`config.mk`:
```
export PLATFORM = sky130hd
export DESIGN_NAME = serchain_reader
export DESIGN_NICKNAME = d
export VERILOG_FILES = /design/src/rtl/serchain_pkg.sv /design/src/rtl/serchain_shift.sv /design/src/rtl/serchain_chip.sv /design/src/rtl/serchain_dbsel.sv /design/src/rtl/serchain_reader.sv
export SDC_FILE = /design/constraint.sdc
export NUM_CORES = 1
export LEC_CHECK = 0
export BUFFER_PORTS_ARGS = -buffer_cell sky130_fd_sc_hd__buf_2
export CAP_MARGIN = 20
export CORE_MARGIN = 5
export CORE_UTILIZATION = 45
export CTS_CLUSTER_SIZE = 10
export DETAILED_ROUTE_END_ITERATION = 6
export PLACE_DENSITY = 0.69
export SETUP_SLACK_MARGIN = 0.02
export SLEW_MARGIN = 25
export SYNTH_ARGS = -nofsm -noshare
export SYNTH_HDL_FRONTEND = slang
export SYNTH_SLANG_ARGS = --single-unit
```
`constraint.sdc`:
```
create_clock -name clk -period 2.6 [get_ports clk]
set_input_delay 0.39 -clock clk [delete_from_list [all_inputs] [get_ports clk]]
set_output_delay 0.39 -clock clk [all_outputs]
set_load 0.02 [all_outputs]
```
`src/rtl/serchain_pkg.sv`:
```
`timescale 1ns/1ps
package serchain_pkg;

  typedef enum logic {ST_IDLE, ST_XFER} xfer_st_e;

  // Status check value: the top-aligned 8-bit register form of the
  // 5-bit generator, stepped once per data bit.
  function automatic logic [4:0] crc5_of(input logic [7:0] d);
    logic [7:0] t;
    t = d;
    for (int k = 0; k < 8; k++) begin
      t = t[7] ? ((t << 1) ^ 8'hA8) : (t << 1);
    end
    return t[7:3];
  endfunction

endpackage

```
`src/rtl/serchain_shift.sv`:
```
`timescale 1ns/1ps
module serchain_shift
  import serchain_pkg::*;
#(
  parameter int N_CHIPS  = 2,
  parameter int HALF_DIV = 2
) (
  input  logic                   clk,
  input  logic                   rst_n,
  input  logic                   start,
  input  logic                   wide_mode,
  input  logic                   miso,
  output logic                   sclk,
  output logic                   cs_n,
  output logic                   busy,
  output logic                   done,
  output logic                   fin,
  output logic                   xfer_wide,
  output logic [16*N_CHIPS-1:0]  rx
);
  localparam int MAXB = 16 * N_CHIPS;
  localparam int CW   = (2 * HALF_DIV > 1) ? $clog2(2 * HALF_DIV) : 1;
  localparam int BW   = $clog2(MAXB + 1);
  localparam logic [CW-1:0] RISE_AT = CW'(HALF_DIV - 1);
  localparam logic [CW-1:0] FALL_AT = CW'(2 * HALF_DIV - 1);
  localparam logic [BW-1:0] LAST_W  = BW'(MAXB - 1);
  localparam logic [BW-1:0] LAST_N  = BW'(8 * N_CHIPS - 1);

  xfer_st_e          st_q, st_d;
  logic [CW-1:0]     cnt_q, cnt_d;
  logic [BW-1:0]     bit_q, bit_d;
  logic              wide_q, wide_d;
  logic              sclk_q, sclk_d;
  logic              cs_q, cs_d;
  logic              done_q;
  logic              fin_c;
  logic [MAXB-1:0]   rx_q, rx_d;

  always_comb begin
    st_d   = st_q;
    cnt_d  = cnt_q;
    bit_d  = bit_q;
    wide_d = wide_q;
    sclk_d = sclk_q;
    cs_d   = cs_q;
    rx_d   = rx_q;
    fin_c  = 1'b0;
    case (st_q)
      ST_IDLE: begin
        if (start) begin
          st_d   = ST_XFER;
          cs_d   = 1'b0;
          cnt_d  = '0;
          bit_d  = '0;
          wide_d = wide_mode;
        end
      end
      ST_XFER: begin
        cnt_d = cnt_q + 1'b1;
        if (cnt_q == RISE_AT) begin
          sclk_d = 1'b1;
          rx_d   = {rx_q[MAXB-2:0], miso};
        end
        if (cnt_q == FALL_AT) begin
          cnt_d  = '0;
          sclk_d = 1'b0;
          bit_d  = bit_q + 1'b1;
          if (bit_q == (wide_q ? LAST_W : LAST_N)) begin
            st_d  = ST_IDLE;
            cs_d  = 1'b1;
            fin_c = 1'b1;
          end
        end
      end
      default: st_d = ST_IDLE;
    endcase
  end

  always_ff @(posedge clk or negedge rst_n) begin
    if (!rst_n) begin
      st_q   <= ST_IDLE;
      cnt_q  <= '0;
      bit_q  <= '0;
      wide_q <= 1'b0;
      sclk_q <= 1'b0;
      cs_q   <= 1'b1;
      done_q <= 1'b0;
      rx_q   <= '0;
    end else begin
      st_q   <= st_d;
      cnt_q  <= cnt_d;
      bit_q  <= bit_d;
      wide_q <= wide_d;
      sclk_q <= sclk_d;
      cs_q   <= cs_d;
      done_q <= fin_c;
      rx_q   <= rx_d;
    end
  end

  assign sclk      = sclk_q;
  assign cs_n      = cs_q;
  assign busy      = (st_q == ST_XFER);
  assign done      = done_q;
  assign fin       = fin_c;
  assign xfer_wide = wide_q;
  assign rx        = rx_q;

  // chain deselected and clock parked whenever no transfer runs
  p_idle_quiet_r1: assert property (@(posedge clk) disable iff (!rst_n)
    (st_q == ST_IDLE) |-> (cs_q && !sclk_q));
  // completion is a single-cycle pulse
  p_done_pulse_r1: assert property (@(posedge clk) disable iff (!rst_n)
    done_q |=> !done_q);
  // mode of a running transfer never changes
  p_mode_kept_r11: assert property (@(posedge clk) disable iff (!rst_n)
    (st_q == ST_XFER) |=> $stable(wide_q));

endmodule

```
`src/rtl/serchain_chip.sv`:
```
`timescale 1ns/1ps
module serchain_chip
  import serchain_pkg::*;
(
  input  logic       wide,
  input  logic       ign_uv,
  input  logic       pin,
  input  logic [7:0] in_byte,
  input  logic [7:0] st_byte,
  output logic       crc_bad,
  output logic       hot,
  output logic       low_v,
  output logic       warn_v,
  output logic       bad
);
  always_comb begin
    crc_bad = wide && (st_byte[7:3] != crc5_of(in_byte));
    hot     = wide && st_byte[1];
    low_v   = wide && !st_byte[2] && !ign_uv;
    warn_v  = wide && !st_byte[0];
    bad     = (pin && !ign_uv) || crc_bad || hot || low_v;
  end
endmodule

```
`src/rtl/serchain_dbsel.sv`:
```
`timescale 1ns/1ps
module serchain_dbsel #(
  parameter int ND = 2
) (
  input  logic          clk,
  input  logic          rst_n,
  input  logic          load,
  input  logic [2*ND-1:0] cfg,
  output logic [ND-1:0] db0,
  output logic [ND-1:0] db1
);
  for (genvar j = 0; j < ND; j++) begin : g_pair
    logic [1:0] sel_q, sel_d;

    always_comb begin
      sel_d = sel_q;
      if (load) sel_d = cfg[2*j +: 2];
    end

    always_ff @(posedge clk or negedge rst_n) begin
      if (!rst_n) sel_q <= 2'b00;
      else        sel_q <= sel_d;
    end

    assign db0[j] = sel_q[0];
    assign db1[j] = sel_q[1];

    // pair holds unless a load was requested
    p_db_hold_r10: assert property (@(posedge clk) disable iff (!rst_n)
      !$past(load) |-> ($stable(db0[j]) && $stable(db1[j])));
  end
endmodule

```
`src/rtl/serchain_reader.sv`:
```
`timescale 1ns/1ps
module serchain_reader #(
  parameter int N_CHIPS    = 2,
  parameter int HALF_DIV   = 2,
  parameter int FLT_SHARED = 0,
  parameter int DB_SHARED  = 0,
  localparam int NF = (FLT_SHARED != 0) ? 1 : N_CHIPS,
  localparam int ND = (DB_SHARED != 0) ? 1 : N_CHIPS
) (
  input  logic                 clk,
  input  logic                 rst_n,
  input  logic                 start,
  input  logic                 wide_mode,
  input  logic                 ignore_uv,
  input  logic [NF-1:0]        fault_in,
  input  logic                 db_load,
  input  logic [2*ND-1:0]      db_cfg,
  input  logic                 miso,
  output logic                 sclk,
  output logic                 cs_n,
  output logic                 busy,
  output logic                 done,
  output logic [8*N_CHIPS-1:0] in_bits,
  output logic [N_CHIPS-1:0]   chip_ok,
  output logic [N_CHIPS-1:0]   crc_err,
  output logic [N_CHIPS-1:0]   over_temp,
  output logic [N_CHIPS-1:0]   under_volt,
  output logic [N_CHIPS-1:0]   volt_warn,
  output logic [N_CHIPS-1:0]   pin_fault,
  output logic [ND-1:0]        db0_out,
  output logic [ND-1:0]        db1_out
);
  localparam int MAXB = 16 * N_CHIPS;
  localparam int NB   = 8 * N_CHIPS;

  // reset: asserted asynchronously, released on the clock
  logic [1:0] rs_q;
  logic       rst_i;
  always_ff @(posedge clk or negedge rst_n) begin
    if (!rst_n) rs_q <= 2'b00;
    else        rs_q <= {rs_q[0], 1'b1};
  end
  assign rst_i = rs_q[1];

  logic            fin, xwide;
  logic [MAXB-1:0] rx;

  serchain_shift #(.N_CHIPS(N_CHIPS), .HALF_DIV(HALF_DIV)) u_shift (
    .clk(clk), .rst_n(rst_i), .start(start), .wide_mode(wide_mode),
    .miso(miso), .sclk(sclk), .cs_n(cs_n), .busy(busy), .done(done),
    .fin(fin), .xfer_wide(xwide), .rx(rx)
  );

  logic [NB-1:0]      data_c;
  logic [N_CHIPS-1:0] ok_c, crc_c, ot_c, uv_c, uw_c, pin_c;

  for (genvar g = 0; g < N_CHIPS; g++) begin : g_chip
    logic [7:0] in_sel, st_sel;
    logic       bad;

    assign in_sel = xwide ? rx[MAXB-1-16*g -: 8] : rx[NB-1-8*g -: 8];
    assign st_sel = xwide ? rx[MAXB-9-16*g -: 8] : 8'h00;

    if (FLT_SHARED != 0) begin : g_fsh
      assign pin_c[g] = fault_in[0];
    end else begin : g_fpc
      assign pin_c[g] = fault_in[g];
    end

    serchain_chip u_chk (
      .wide(xwide), .ign_uv(ignore_uv), .pin(pin_c[g]),
      .in_byte(in_sel), .st_byte(st_sel),
      .crc_bad(crc_c[g]), .hot(ot_c[g]), .low_v(uv_c[g]),
      .warn_v(uw_c[g]), .bad(bad)
    );

    assign ok_c[g]          = !bad;
    assign data_c[8*g +: 8] = bad ? 8'h00 : in_sel;

    // a chip flagged invalid never exposes data
    p_err_zero_r8: assert property (@(posedge clk) disable iff (!rst_i)
      !chip_ok[g] |-> (in_bits[8*g +: 8] == 8'h00));
  end

  logic [NB-1:0]      data_q, data_d;
  logic [N_CHIPS-1:0] ok_q, ok_d, crc_q, crc_d, ot_q, ot_d;
  logic [N_CHIPS-1:0] uv_q, uv_d, uw_q, uw_d, pf_q, pf_d;

  always_comb begin
    data_d = data_q;
    ok_d   = ok_q;
    crc_d  = crc_q;
    ot_d   = ot_q;
    uv_d   = uv_q;
    uw_d   = uw_q;
    pf_d   = pf_q;
    if (fin) begin
      data_d = data_c;
      ok_d   = ok_c;
      crc_d  = crc_c;
      ot_d   = ot_c;
      uv_d   = uv_c;
      uw_d   = uw_c;
      pf_d   = pin_c;
    end
  end

  always_ff @(posedge clk or negedge rst_i) begin
    if (!rst_i) begin
      data_q <= '0;
      ok_q   <= '0;
      crc_q  <= '0;
      ot_q   <= '0;
      uv_q   <= '0;
      uw_q   <= '0;
      pf_q   <= '0;
    end else begin
      data_q <= data_d;
      ok_q   <= ok_d;
      crc_q  <= crc_d;
      ot_q   <= ot_d;
      uv_q   <= uv_d;
      uw_q   <= uw_d;
      pf_q   <= pf_d;
    end
  end

  assign in_bits    = data_q;
  assign chip_ok    = ok_q;
  assign crc_err    = crc_q;
  assign over_temp  = ot_q;
  assign under_volt = uv_q;
  assign volt_warn  = uw_q;
  assign pin_fault  = pf_q;

  serchain_dbsel #(.ND(ND)) u_db (
    .clk(clk), .rst_n(rst_i), .load(db_load), .cfg(db_cfg),
    .db0(db0_out), .db1(db1_out)
  );

  // a narrow read leaves every status-derived flag clear
  p_narrow_flags_r5: assert property (@(posedge clk) disable iff (!rst_i)
    (done && !xwide) |-> ((crc_err == '0) && (over_temp == '0) &&
                          (under_volt == '0) && (volt_warn == '0)));
  // results move only together with the completion pulse
  p_hold_r9: assert property (@(posedge clk) disable iff (!rst_i)
    !done |-> ($stable(in_bits) && $stable(chip_ok) && $stable(crc_err) &&
               $stable(pin_fault)));

endmodule

```
Yosys cells after proc, flatten, opt, wreduce, memory -nomap -nowiden. Index checks and enable logic that the tools add are counted.

Register bits after elaboration: 79. Latch bits: 0. RAM bits: 0. Memory bits (read-only): 0. Input port bits: 13. Output and inout bits: 36. Logic and storage cells: 118. Memories kept: 0.

Add/sub/neg operators: 2. Multipliers: 0. Div/mod/pow operators: 0. Magnitude comparators: 0. Equality and inequality tests: 8. Shift operators: 0. Muxes and demuxes: 42. Bitwise operators: 17. Reduce and logical (&&, ||, !) cells: 31.

Operators by type and width (number): two-way mux 8 bit (22); inverter 3 bit (16); logical AND 1 bit (12); two-way mux 6 bit (2); one-hot mux 6 bit (2 select lines) (1); two-way mux 1 bit (11); != test 5 bit (2); AND reduction 2 bit (4); zero test 1 bit (7); adder 6 x 1 -> 6 bit, second input constant (1); equality test 6 bit (1); logical OR 1 bit (6); != test 2 bit, second input constant (3); two-way mux 5 bit (1); two-way mux 2 bit (2); one-hot mux 1 bit (2 select lines) (2); one-hot mux 2 bit (2 select lines) (1); AND reduction 3 bit (1); adder 2 x 1 -> 2 bit, second input constant (1); equality test 2 x 1 -> 1 bit, second input constant (1); equality test 2 bit, second input constant (1); nonzero test 2 bit (1); inverter 1 bit (1).

Depth between registers and ports, before layout. Gate-level depths: netlist of run 1.

Depth in word-level cells: 23. Depth in mapped cells: 10. Gate-level depth less buffers: 8.

Modules after synthesis. Synthesis of run 1 repeated with hierarchy kept, for this count alone.

Cell total of the unflattened synthesis: 304. Area, all modules: 4056.4 µm².

Modules (own cells, without submodules): serchain_shift (times used 1, cells each 121, area an instance 1934.4 µm², seq. area each 1127.3 µm²); serchain_reader (times used 1, cells each 101, area an instance 1411.4 µm², seq. area each 750.7 µm²); serchain_chip (times used 2, cells each 37, area an instance 282.8 µm², seq. area each 0.0 µm²); serchain_dbsel (times used 1, cells each 8, area an instance 145.1 µm², seq. area each 100.1 µm²).

Least setup slack after synthesis of run 1. Ideal clock, no wire load.

Kind: reg2reg. Start point: register u_shift.rx_q[15], in the netlist u_shift.rx[15]. End point: register data_q[14], in the netlist in_bits[14]. Setup time: 0.139 ns. Arrival: 2.031 ns. Data required time: 2.461 ns. Setup slack: 0.430 ns. Stages on the path, launching flop included: 10. Clock period less this slack: 2.170 ns. Cell sequence: dfrtp_1 buf_4 xor2_2 and3_1 or3_1 xor2_1 or2_1 o32ai_2 o211ai_2 o22ai_1.

Cells in the longest elaborated chain, start to end: 18. Elaborated cells between the ends (all ways): 21.

Ends and longest elaborated chain: start, declared (RTL line serchain_shift.sv:37) `logic [MAXB-1:0] rx_q, rx_d;`; start signal, assigned (RTL line serchain_shift.sv:97) `rx_q <= rx_d;`; two-way mux 8 bit * (RTL line serchain_reader.sv:61) `assign in_sel = xwide ? rx[MAXB-1-16*g -: 8] : rx[NB-1-8*g -: 8];`; two-way mux 8 bit * (2 in a row) (RTL line serchain_pkg.sv:12) `t = t[7] ? ((t << 1) ^ 8'hA8) : (t << 1);`; inverter 3 bit (no source line); two-way mux 8 bit * (2 in a row) (RTL line serchain_pkg.sv:12); inverter 3 bit (no source line) or two-way mux 8 bit (tied branches); two-way mux 8 bit * (3 in a row) (RTL line serchain_pkg.sv:12); inverter 3 bit (no source line); two-way mux 8 bit * (RTL line serchain_pkg.sv:12); != test 5 bit * (RTL line serchain_chip.sv:17) `crc_bad = wide && (st_byte[7:3] != crc5_of(in_byte));`; logical AND 1 bit * (RTL line serchain_chip.sv:17); logical OR 1 bit * (3 in a row) (RTL line serchain_chip.sv:21) `bad = (pin && !ign_uv) || crc_bad || hot || low_v;`; two-way mux 8 bit * (RTL line serchain_reader.sv:78) `assign data_c[8*g +: 8] = bad ? 8'h00 : in_sel;`; end signal, assigned (RTL line serchain_reader.sv:118) `data_q <= data_d;`; end, declared (RTL line serchain_reader.sv:85) `logic [NB-1:0] data_q, data_d;`.

Every way passes the cells marked *; elsewhere a longest branch is shown, timed or not. A chain may end at the register's enable or synchronous reset.

Worst setup path in the final report of run 1.
Start point: register u_shift.rx_q[14], in the netlist u_shift.rx[14]. End point: register data_q[14], in the netlist in_bits[14].

Cells in the longest elaborated chain, start to end: 18. Elaborated cells between the ends (all ways): 21.

Ends and longest elaborated chain (RTL line): two-way mux 8 bit * (serchain_reader.sv:61); inverter 3 bit (no source line); two-way mux 8 bit (3 in a row) (serchain_pkg.sv:12); two-way mux 8 bit or inverter 3 bit (tied branches); inverter 3 bit (no source line) or two-way mux 8 bit (tied branches); two-way mux 8 bit or inverter 3 bit (tied branches) (3 in a row); inverter 3 bit (no source line) or two-way mux 8 bit (tied branches); two-way mux 8 bit (serchain_pkg.sv:12); != test 5 bit (serchain_chip.sv:17); logical AND 1 bit (serchain_chip.sv:17); logical OR 1 bit (3 in a row) (serchain_chip.sv:21); two-way mux 8 bit * (serchain_reader.sv:78).

Marks and branches as above.

==> flow_summary.ini, run 1 <==
[status]
outcome = complete, no violations

[critical_path]
crit_type = reg2reg
crit_required_ns = 2.83
critPathCaptureType = register
crit_path_start_kind = register
crit_arrival_ns = 2.64
cp_max_fo = 7

[sta]
setup-tns-final_ns = 0
fin_crit_sh_pct = 92.9
tightest_slew_ns = 0.545
rsz0062_at_grt = no
finClkSkew_ns = 0.0118
slew_viol_final = 0
setup_viol = 0
min_period_ns = 2.41
max_clock_freq_mhz = 414
hold_viol_final = 0
slew_headroom_pct = 63.6

[logic_synthesis]
post-synth-top-count-cell = dfrtp_1
synth_top_family_by_area = compound AO/OA/AOI/OAI gates
synth_edf_count = 0
postSynth.asyncResetShare_pct = 100
ys_seq_elements = 79
synth_area_um2 = 4040
synthTopCellsByCount = dfrtp_1 (78), nand2_1 (39), nor2_1 (33), mux2_2 (30)
syn_inst = 392
syn_avg_cell_area_um2 = 10.3
synth-xor-area-share_pct = 10.6
synth_simple_gate_area_share_pct = 11.5
ys_warn_count = 0
synth_area_leaders = dfrtp_1 (48%), mux2_2 (8.4%), xnor2_1 (5.6%)
synthAdderAreaFrac_pct = 0.928
synth-compound-area-share_pct = 12.9
synth_nets = 408
synth_top_area_share_pct = 48.3
yosysSeqAreaShare_pct = 48.9
synth_top_area_cell = dfrtp_1
yosysUniqueCellTypes = 47
synth-main-ff-cell = dfrtp_1
synth_mux_area_share_pct = 11.2

[clock_network]
cts_buffers = 9
cts_tree = done
h-tree-depth = 3
clock_latency_ns = 0.36
clock-sinks = 79
path_clk_slew_ns = 0.08
cts_setup_buffers = 0
clk_path_buf_depth = 2
clockRootBuffer = clkbuf_8

[power]
total_power_mw = 5.63
p_leak_nw = 2.25
peakVddDrop_uv = 512
power_density_nw_per_um2 = 1210

[die]
start_util_pct = 46.4
die_h_um = 105
ios = 49
core_area_um2 = 8720
die_w_um = 105
die_area_um2 = 11000
rows = 34

[flow_run]
maxCapViolations = 0

[drt]
route.met2.wl_um = 4520
num_vias = 2981
wl_met3_um = 232
top_layer = met4
drc = 0
via_per_inst = 5.34
wire_per_inst_um = 16.1
wl_met1_um = 4070
ant_nets = 0
drtPass1Iterations = 4
detail_route.wirelength_um = 8990
initialDrtViolationCount = 126

[grt]
antenna_found_initial = 0
overflow = 0
first_global_vias = 3056
track_usage_pct = 17.1
grt_max_degree = 78
grt_pass1_wl_um = 15300

[place]
portBuffers = 48
detailed_place_hpwl_um = 6430
place_congestion = 0.888

[min_path]
min-delay-path-class = in2reg

[finish]
area_growth_pct = 15.6
nNetsFinal = 461
drive_above_1_share_pct = 27.6
n_antenna_cell = 0
[sequential cells by signal, indices dropped and copies added, names as in the netlist]
name	flops
over_temp	2
u_db.g_pair.sel_q	4
u_shift.done	1
volt_warn	2
u_shift.busy	1
u_shift.bit_q	6
under_volt	2
u_shift.cs_n	1
u_shift.cnt_q	2
pin_fault	2
u_shift.rx	32
chip_ok	2
rs_q	2
crc_err	2
u_shift.sclk	1
in_bits	16
u_shift.xfer_wide	1
[cell type report]
cell class | count | area (µm²)
multi-input combinational | 276 | 1910
clock inverter | 6 | 67.6
tap | 108 | 135
fill | 756 | 4050
timing repair buffer | 66 | 390
clock buffer | 10 | 138
sequential | 79 | 1980
inverter | 13 | 48.8
[stage by stage]
step	hold slack, ns	instances	util [%]	area, µm²	setup slack (ns)
after global placement	0.175	541	51.0	4450	0.272
after global routing	0.256	558	53.6	4670	0.0262
after CTS	0.229	558	53.5	4670	0.145
final	0.239	558	53.6	4670	0.185
after detailed placement	0.178	541	51.0	4450	0.154
after floorplan	0.0944	392	-	4040	0.239
[cell families after synthesis]
logic type | count (synthesis)
AOI/OAI and AO/OA | 81
other | 1
xor gates and xnor gates | 47
DFF | 79
adders and majority gates | 3
buffers and inverters | 37
muxes | 41
and+or+nand+nor | 103
[worst paths after layout]
check	slack (ns)	cells after the start	from	to
max	0.19	8	u_shift.rx[14]$_DFFE_PN0P_	in_bits[14]$_DFFE_PN0P_
min	0.24	3	fault_in[1]	pin_fault[1]$_DFFE_PN0P_
max reg2reg	0.19	8	u_shift.rx[14]$_DFFE_PN0P_	in_bits[14]$_DFFE_PN0P_
min reg2reg	0.35	1	rs_q[1]$_DFF_PN0_	u_shift.rx[19]$_DFFE_PN0P_
max in group asynchronous	1.93	1	rs_q[1]$_DFF_PN0_	u_shift.cs_n$_DFFE_PN1P_
min in group asynchronous	0.33	2	rst_n	rs_q[1]$_DFF_PN0_
[power breakdown]
group          internal [mW]  switching [mW]
clock network          0.473           0.479
registers               1.54           0.325
logic                   1.25            1.57
[metal layers]
metal	global-route usage, %	vias to the layer above
met4	6.30	0
met1	22.4	1473
met2	28.5	51
li1	-	1442
met3	2.77	15
met5	0	-
[critical path, stage by stage, from the launching register on]
cell and delay [ns]:
dfrtp_1 0.46, xor2_2 0.23, and3_1 0.19, or3_1 0.38, xor2_1 0.29, or2_1 0.17, o32ai_2 0.09, o211ai_2 0.35
o22ai_1 0.14
[timing repair]
action                                  4_1_cts  5_1_grt
endpoints found under the setup margin        0        8
gates resized for setup                       0        2
hold endpoints to repair                      2        0
hold buffers                                  1        0
[cells in the final DEF, fill, tap and decap left out, types with 4 or more instances in the layout]
cell,count
and3_1,4
o2bb2ai_1,8
a21oi_1,26
mux2_2,30
nor2b_1,5
nand3_1,5
o22ai_1,8
nor2_1,33
inv_1,12
buf_4,16
o31ai_1,7
buf_2,48
mux2i_1,10
clkbuf_8,10
xor2_1,19
nand2_1,39
dfrtp_1,76
xnor2_1,25
o21ai_0,21
(Power assumes the default switching activity.)
==> run 2: changes to the inputs <==
SYNTH_HIERARCHICAL = 1   (was not set)
==> run 2 against run 1 <==
  * The run now ends with negative setup slack left
  * Clock skew is 0.0040 ns lower
  * Combinational power rose by 7%
  * Critical path depth increased by 2
==> flow_summary.ini, run 2 <==
[grt]
antenna_found_initial = 0
track_usage_pct = 14.5
overflow = 0
grt_max_degree = 43
first_global_vias = 2582
grt_pass1_wl_um = 13100

[status]
outcome = finished with violations
violations = negative setup slack

[die]
rows = 34
die_w_um = 105
start_util_pct = 46.3
core_area_um2 = 8760
ios = 49
die_h_um = 105
die_area_um2 = 11000

[power]
power_density_nw_per_um2 = 1200
p_leak_nw = 2.40
peakVddDrop_uv = 645

[drt]
drc = 0
via_per_inst = 5.18
detail_route.wirelength_um = 7880
drtPass1Iterations = 4
initialDrtViolationCount = 92
ant_nets = 0
wire_per_inst_um = 16.2
num_vias = 2521

[critical_path]
path_cells = buf_12 > mux2_4 > xnor2_4 > xor2_1 > or4_1 > nand4_1 > a31oi_1 > nor2b_1 > buf_2 > a22o_1
max_stage_delay_ns = 0.53
crit_required_ns = 2.89
crit_arrival_ns = 2.93
crit_type = reg2reg
cp_max_fo = 9
critPathCaptureType = register
rr_endpoint = in_bits[8]$_DFFE_PN0P_
worst_path_max_delay_cell = or4_1
crit_path_start_kind = register
ff2ff_path_depth = 10
reg2reg_slack_ns = -0.04
worstReg2RegStart = u_shift/xfer_wide$_DFFE_PN0P_

[finish]
area_growth_pct = 19.7
fillers = 716
largest_reg_flops = 32
final_cell_mix = dfrtp_1 (76), buf_2 (49), mux2_4 (43), mux2_2 (20)
drive_above_1_share_pct = 43.8
n_antenna_cell = 0
nNetsFinal = 390
mostFrequentLayoutCell = dfrtp_1
final_cells = 487

[sta]
setup-tns-final_ns = -0.215
tightest_slew_ns = 0.597
slew_headroom_pct = 60.2
rsz0062_at_grt = yes
min_period_ns = 2.64
setup_viol = 13
max_clock_freq_mhz = 379
finClkSkew_ns = 0.00779
hold_viol_final = 0
slew_viol_final = 0
fin_crit_sh_pct = 101
fin_ws_ns = -0.0373

[logic_synthesis]
yosysUniqueCellTypes = 39
synth_nets = 320
ys_warn_count = 6
ys_seq_elements = 79
synth_edf_count = 0
yosysSeqAreaShare_pct = 48.8
syn_avg_cell_area_um2 = 13.3
postSynth.asyncResetShare_pct = 100
post-synth-top-count-cell = dfrtp_1
synth_area_leaders = dfrtp_1 (48%), mux2_4 (16%), mux2_2 (5.6%)
synthTopCellsByCount = dfrtp_1 (78), mux2_4 (43), xnor2_1 (21), mux2_2 (20), and2_1 (18)
synth-main-ff-cell = dfrtp_1
synth_top_area_share_pct = 48.1
synth_area_um2 = 4060
synth_top_area_cell = dfrtp_1
syn_inst = 304

[clock_network]
path_clk_slew_ns = 0.08
clockRootBuffer = clkbuf_8
clock-sinks = 79
cts_buffers = 9
clock_latency_ns = 0.35
cts_tree = done
h-tree-depth = 3
clk_path_buf_depth = 2

[place]
portBuffers = 48
place_inst = 466
detailed_place_hpwl_um = 5470
place_congestion = 0.799
dpl_worst_slack_ns = -0.0259

[min_path]
worstHoldEndpoint = u_db/g_pair[0].sel_q[1]$_DFFE_PN0P_
min-delay-path-class = in2reg
hold_path_startpoint = db_cfg[1]
hold_depth = 2

[flow_run]
maxCapViolations = 0
==> run 2: cell types whose count changed after synthesis, moves of 16 or more <==
cell,before,now
a21oi_1,26,6
a22o_1,0,16
and2_1,1,18
mux2_4,0,43
nand2_1,39,13
nor2_1,33,6
o21ai_0,21,1
==> run 2: worst max path at each step <==
stage | from | to | slack, ns
CTS | u_shift/xfer_wide$_DFFE_PN0P_ | in_bits[9]$_DFFE_PN0P_ | 0.02
floorplan | rs_q[1]$_DFF_PN0_ | u_shift/xfer_wide$_DFFE_PN0P_ | 0.06
detailed placement | u_shift/xfer_wide$_DFFE_PN0P_ | in_bits[9]$_DFFE_PN0P_ | -0.03
global route | u_shift/xfer_wide$_DFFE_PN0P_ | in_bits[11]$_DFFE_PN0P_ | -0.12
finish | u_shift/xfer_wide$_DFFE_PN0P_ | in_bits[8]$_DFFE_PN0P_ | -0.04
global placement | u_shift/xfer_wide$_DFFE_PN0P_ | in_bits[7]$_DFFE_PN0P_ | 0.03
==> run 2: logic make-up (layout without fill, tap and decap cells) <==
group | Yosys count | in the layout | synth area share [%]
other | 1 | 1 | 0.0924
buffers and inverters | 17 | 92 | 2.59
xor gates and xnor gates | 36 | 36 | 8.51
AOI/OAI and AO/OA | 39 | 39 | 7.09
DFF | 79 | 79 | 48.8
adders and majority gates | 3 | 3 | 0.925
muxes | 66 | 66 | 22.2
and+or+nand+nor | 63 | 63 | 9.81
==> run 2: timing repair <==
action                     in CTS  in global routing
hold buffers                    1                  0
setup endpoints to repair      18                 20
pin swaps                       0                  3
setup buffers                   2                  1
hold endpoints to repair        2                  0
cloned                          0                  1
gates resized for setup         3                 12
==> run 2: final cells by class <==
cell class                      count  area (µm²)  share of cell area, %
Clock buffer                       10         128                   2.63
Clock inverter                      6        85.1                   1.75
Inverter                            6        22.5                  0.464
Multi-Input combinational cell    208        2080                   42.8
Sequential cell                    79        1990                   40.9
Tap cell                          108         135                   2.78
Timing Repair Buffer               70         422                   8.68
==> run 2: per-stage QoR <==
step                cell area [µm²]  utilization (%)  total power, mW  hold slack [ns]
finish                         4860             55.4             5.81            0.265
global route                   4860             55.4             6.18            0.257
CTS                            4760             54.3             5.58            0.247
detailed placement             4480             51.1             4.49            0.181
global placement               4480             51.1             4.41            0.176
floorplan                      4060                -             3.88           0.0944
==> run 2: where the power goes <==
part | switching [mW] | total (mW) | internal [mW]
clock network | 0.442 | 0.980 | 0.537
logic | 1.43 | 3.01 | 1.58
registers | 0.291 | 1.82 | 1.53
total | 2.16 | 5.81 | 3.65
==> run 2: layer usage <==
layer / vias up / part of all wire [%] / track usage (%) / wire length, µm
li1: 1221 / - / - / -
met1: 1240 / 48 / 20.9 / 3810
met2: 51 / 46 / 21.1 / 3610
met3: 9 / 4.8 / 4.62 / 376
met4: 0 / 1.1 / 3.74 / 85
met5: - / 0 / 0 / 0
==> run 2: critical path, delay by kind of cell (launching register included) <==
kind	cells	cell delay (ns)
mux	1	0.35
simple gates	3	0.84
buf+inv	2	0.33
flops	1	0.50
compound gates	2	0.23
xor+xnor	2	0.33
==> run 3: changes to the inputs <==
TNS_END_PERCENT = 5   (was not set)
==> run 3 against run 2 <==
  * The flow still finishes with violations (negative setup slack)
  * First-iteration DRC count increased by 7.6%
  * Routed wire length fell by 1.6%
  * Cell area is 2.8% lower
  * Hold slack gained 0.0052 ns
  * Highest routed layer unchanged
  * Largest power group unchanged
  * Flip-flop and latch count is the same
  * Sequential share of layout area up 1.2 points
  * Total power is 7.4% lower
  * Register-to-register slack is essentially flat
==> flow_summary.ini, run 3 (synthesis gave the netlist of run 2 again) <==
[critical_path]
crit_family = simple AND/OR/NAND/NOR gates
critPathCaptureType = register
crit_path_start_kind = register
crit_arrival_ns = 2.92
crit_type = reg2reg
path_cells = buf_12 > mux2_4 > xnor2_2 > xor2_1 > or4_1 > nand4_1 > a31oi_1 > nor2b_1 > buf_4 > a22o_1
worst_path_max_delay_cell = or4_1
max_stage_delay_ns = 0.54
critPathBufInv = 2
crit_required_ns = 2.88
cp_max_fo = 9

[sta]
finClkSkew_ns = 0.00959
tightest_slew_ns = 0.663
rsz0062_at_grt = yes
slew_viol_final = 0
fin_crit_sh_pct = 101
hold_viol_final = 0
max_clock_freq_mhz = 379
min_period_ns = 2.64
slew_headroom_pct = 55.8
setup_viol = 8
fin_ws_ns = -0.0387
setup-tns-final_ns = -0.197

[clock_network]
clock_latency_ns = 0.35
h-tree-depth = 3
cts_tree = done
clk_path_buf_depth = 2
cts_buffers = 9
clock-sinks = 79
clockRootBuffer = clkbuf_8
path_clk_slew_ns = 0.08

[place]
detailed_place_hpwl_um = 5490
postPlaceCellArea_um2 = 4470
portBuffers = 48
place_congestion = 0.791

[status]
violations = negative setup slack
outcome = finished with violations

[finish]
post-route-cell-area_um2 = 4720
area_growth_pct = 16.4
utilization_pct = 53.9
nNetsFinal = 387
mostFrequentLayoutCell = dfrtp_1
drive_above_1_share_pct = 41.9
final_cell_mix = dfrtp_1 (76), buf_2 (48), mux2_4 (44), xnor2_1 (20), mux2_2 (19)
largest_reg_flops = 32
fillers = 752
n_antenna_cell = 0

[drt]
wl_met1_um = 3790
route.met2.wl_um = 3520
detail_route.wirelength_um = 7750
wire_per_inst_um = 16.1
drtPass1Iterations = 4
via_per_inst = 5.22
num_vias = 2521
initialDrtViolationCount = 99
ant_nets = 0
wl_met3_um = 331
top_layer = met4
drc = 0

[power]
peakVddDrop_uv = 498
p_leak_nw = 2.35
power_density_nw_per_um2 = 1140

[grt]
first_global_vias = 2635
grt_pass1_wl_um = 13500
grt_max_degree = 55
antenna_found_initial = 0
track_usage_pct = 14.9
overflow = 0

[die]
die_h_um = 105
core_area_um2 = 8760
start_util_pct = 46.3
ios = 49
rows = 34
die_area_um2 = 11000
die_w_um = 105

[flow_run]
maxCapViolations = 0

[min_path]
min-delay-path-class = in2reg
[run 3: worst paths after layout]
check | start | to | slack (ns) | depth (start not counted)
max in group asynchronous | rs_q[1]$_DFF_PN0_ | u_shift/cs_n$_DFFE_PN1P_ | 1.51 | 1
setup reg to reg | u_shift/xfer_wide$_DFFE_PN0P_ | in_bits[10]$_DFFE_PN0P_ | -0.04 | 10
hold reg to reg | rs_q[0]$_DFF_PN0_ | rs_q[1]$_DFF_PN0_ | 0.36 | 0
hold / removal | db_cfg[0] | u_db/g_pair[0].sel_q[0]$_DFFE_PN0P_ | 0.27 | 2
min in group asynchronous | rst_n | rs_q[1]$_DFF_PN0_ | 0.34 | 2
setup / recovery | u_shift/xfer_wide$_DFFE_PN0P_ | in_bits[10]$_DFFE_PN0P_ | -0.04 | 10
[run 3: per-stage QoR]
| stage | cells | setup slack, ns | hold WS (ns) | total power [mW] |
|---|---|---|---|---|
| 2_1_floorplan | 304 | -0.0134 | 0.0944 | 3.88 |
| 3_3_place_gp | 465 | -0.0387 | 0.177 | 4.39 |
| 3_5_place_dp | 465 | -0.111 | 0.181 | 4.47 |
| 5_1_grt | 483 | -0.149 | 0.251 | 5.80 |
| 4_1_cts | 481 | 0.0243 | 0.254 | 5.34 |
| 6_report | 483 | -0.0387 | 0.270 | 5.38 |
[run 3: timing repair]
action	CTS	global route
gates resized for setup	7	1
setup buffers	0	2
hold buffers	1	0
endpoints found under the hold margin	2	0
endpoints found under the setup margin	19	20
pin swaps	1	0
[run 3: final cells by class]
type	count	area (µm²)	share of cell area (%)
Timing Repair Buffer	67	402	8.51
Clock inverter	5	27.5	0.583
Multi-Input combinational cell	208	2020	42.8
Inverter	6	22.5	0.477
Tap cell	108	135	2.86
Clock buffer	10	128	2.70
Sequential cell	79	1990	42.1
[run 3: power breakdown]
part | total [mW] | internal [mW] | switching, mW | leakage (nW)
Combinational | 2.77 | 1.47 | 1.31 | 1.23
Clock | 0.768 | 0.335 | 0.433 | 0.0817
Sequential | 1.84 | 1.53 | 0.307 | 1.04
Total | 5.38 | 3.33 | 2.05 | 2.35
[run 3: worst reg2reg max path, stage by stage, from the launching register on]
cell and delay, ns:
dfrtp_4 0.53, buf_12 0.16, mux2_4 0.33, xnor2_2 0.26, xor2_1 0.13, or4_1 0.54, nand4_1 0.12, a31oi_1 0.08
nor2b_1 0.12, buf_4 0.16, a22o_1 0.14
[run 3: metal layers]
| metal | up-vias | global-route usage [%] |
|---|---|---|
| met1 | 1245 | 21.7 |
| met2 | 55 | 22.2 |
| met3 | 11 | 3.27 |
| met4 | 0 | 4.75 |
| met5 | - | 0 |
| li1 | 1210 | - |
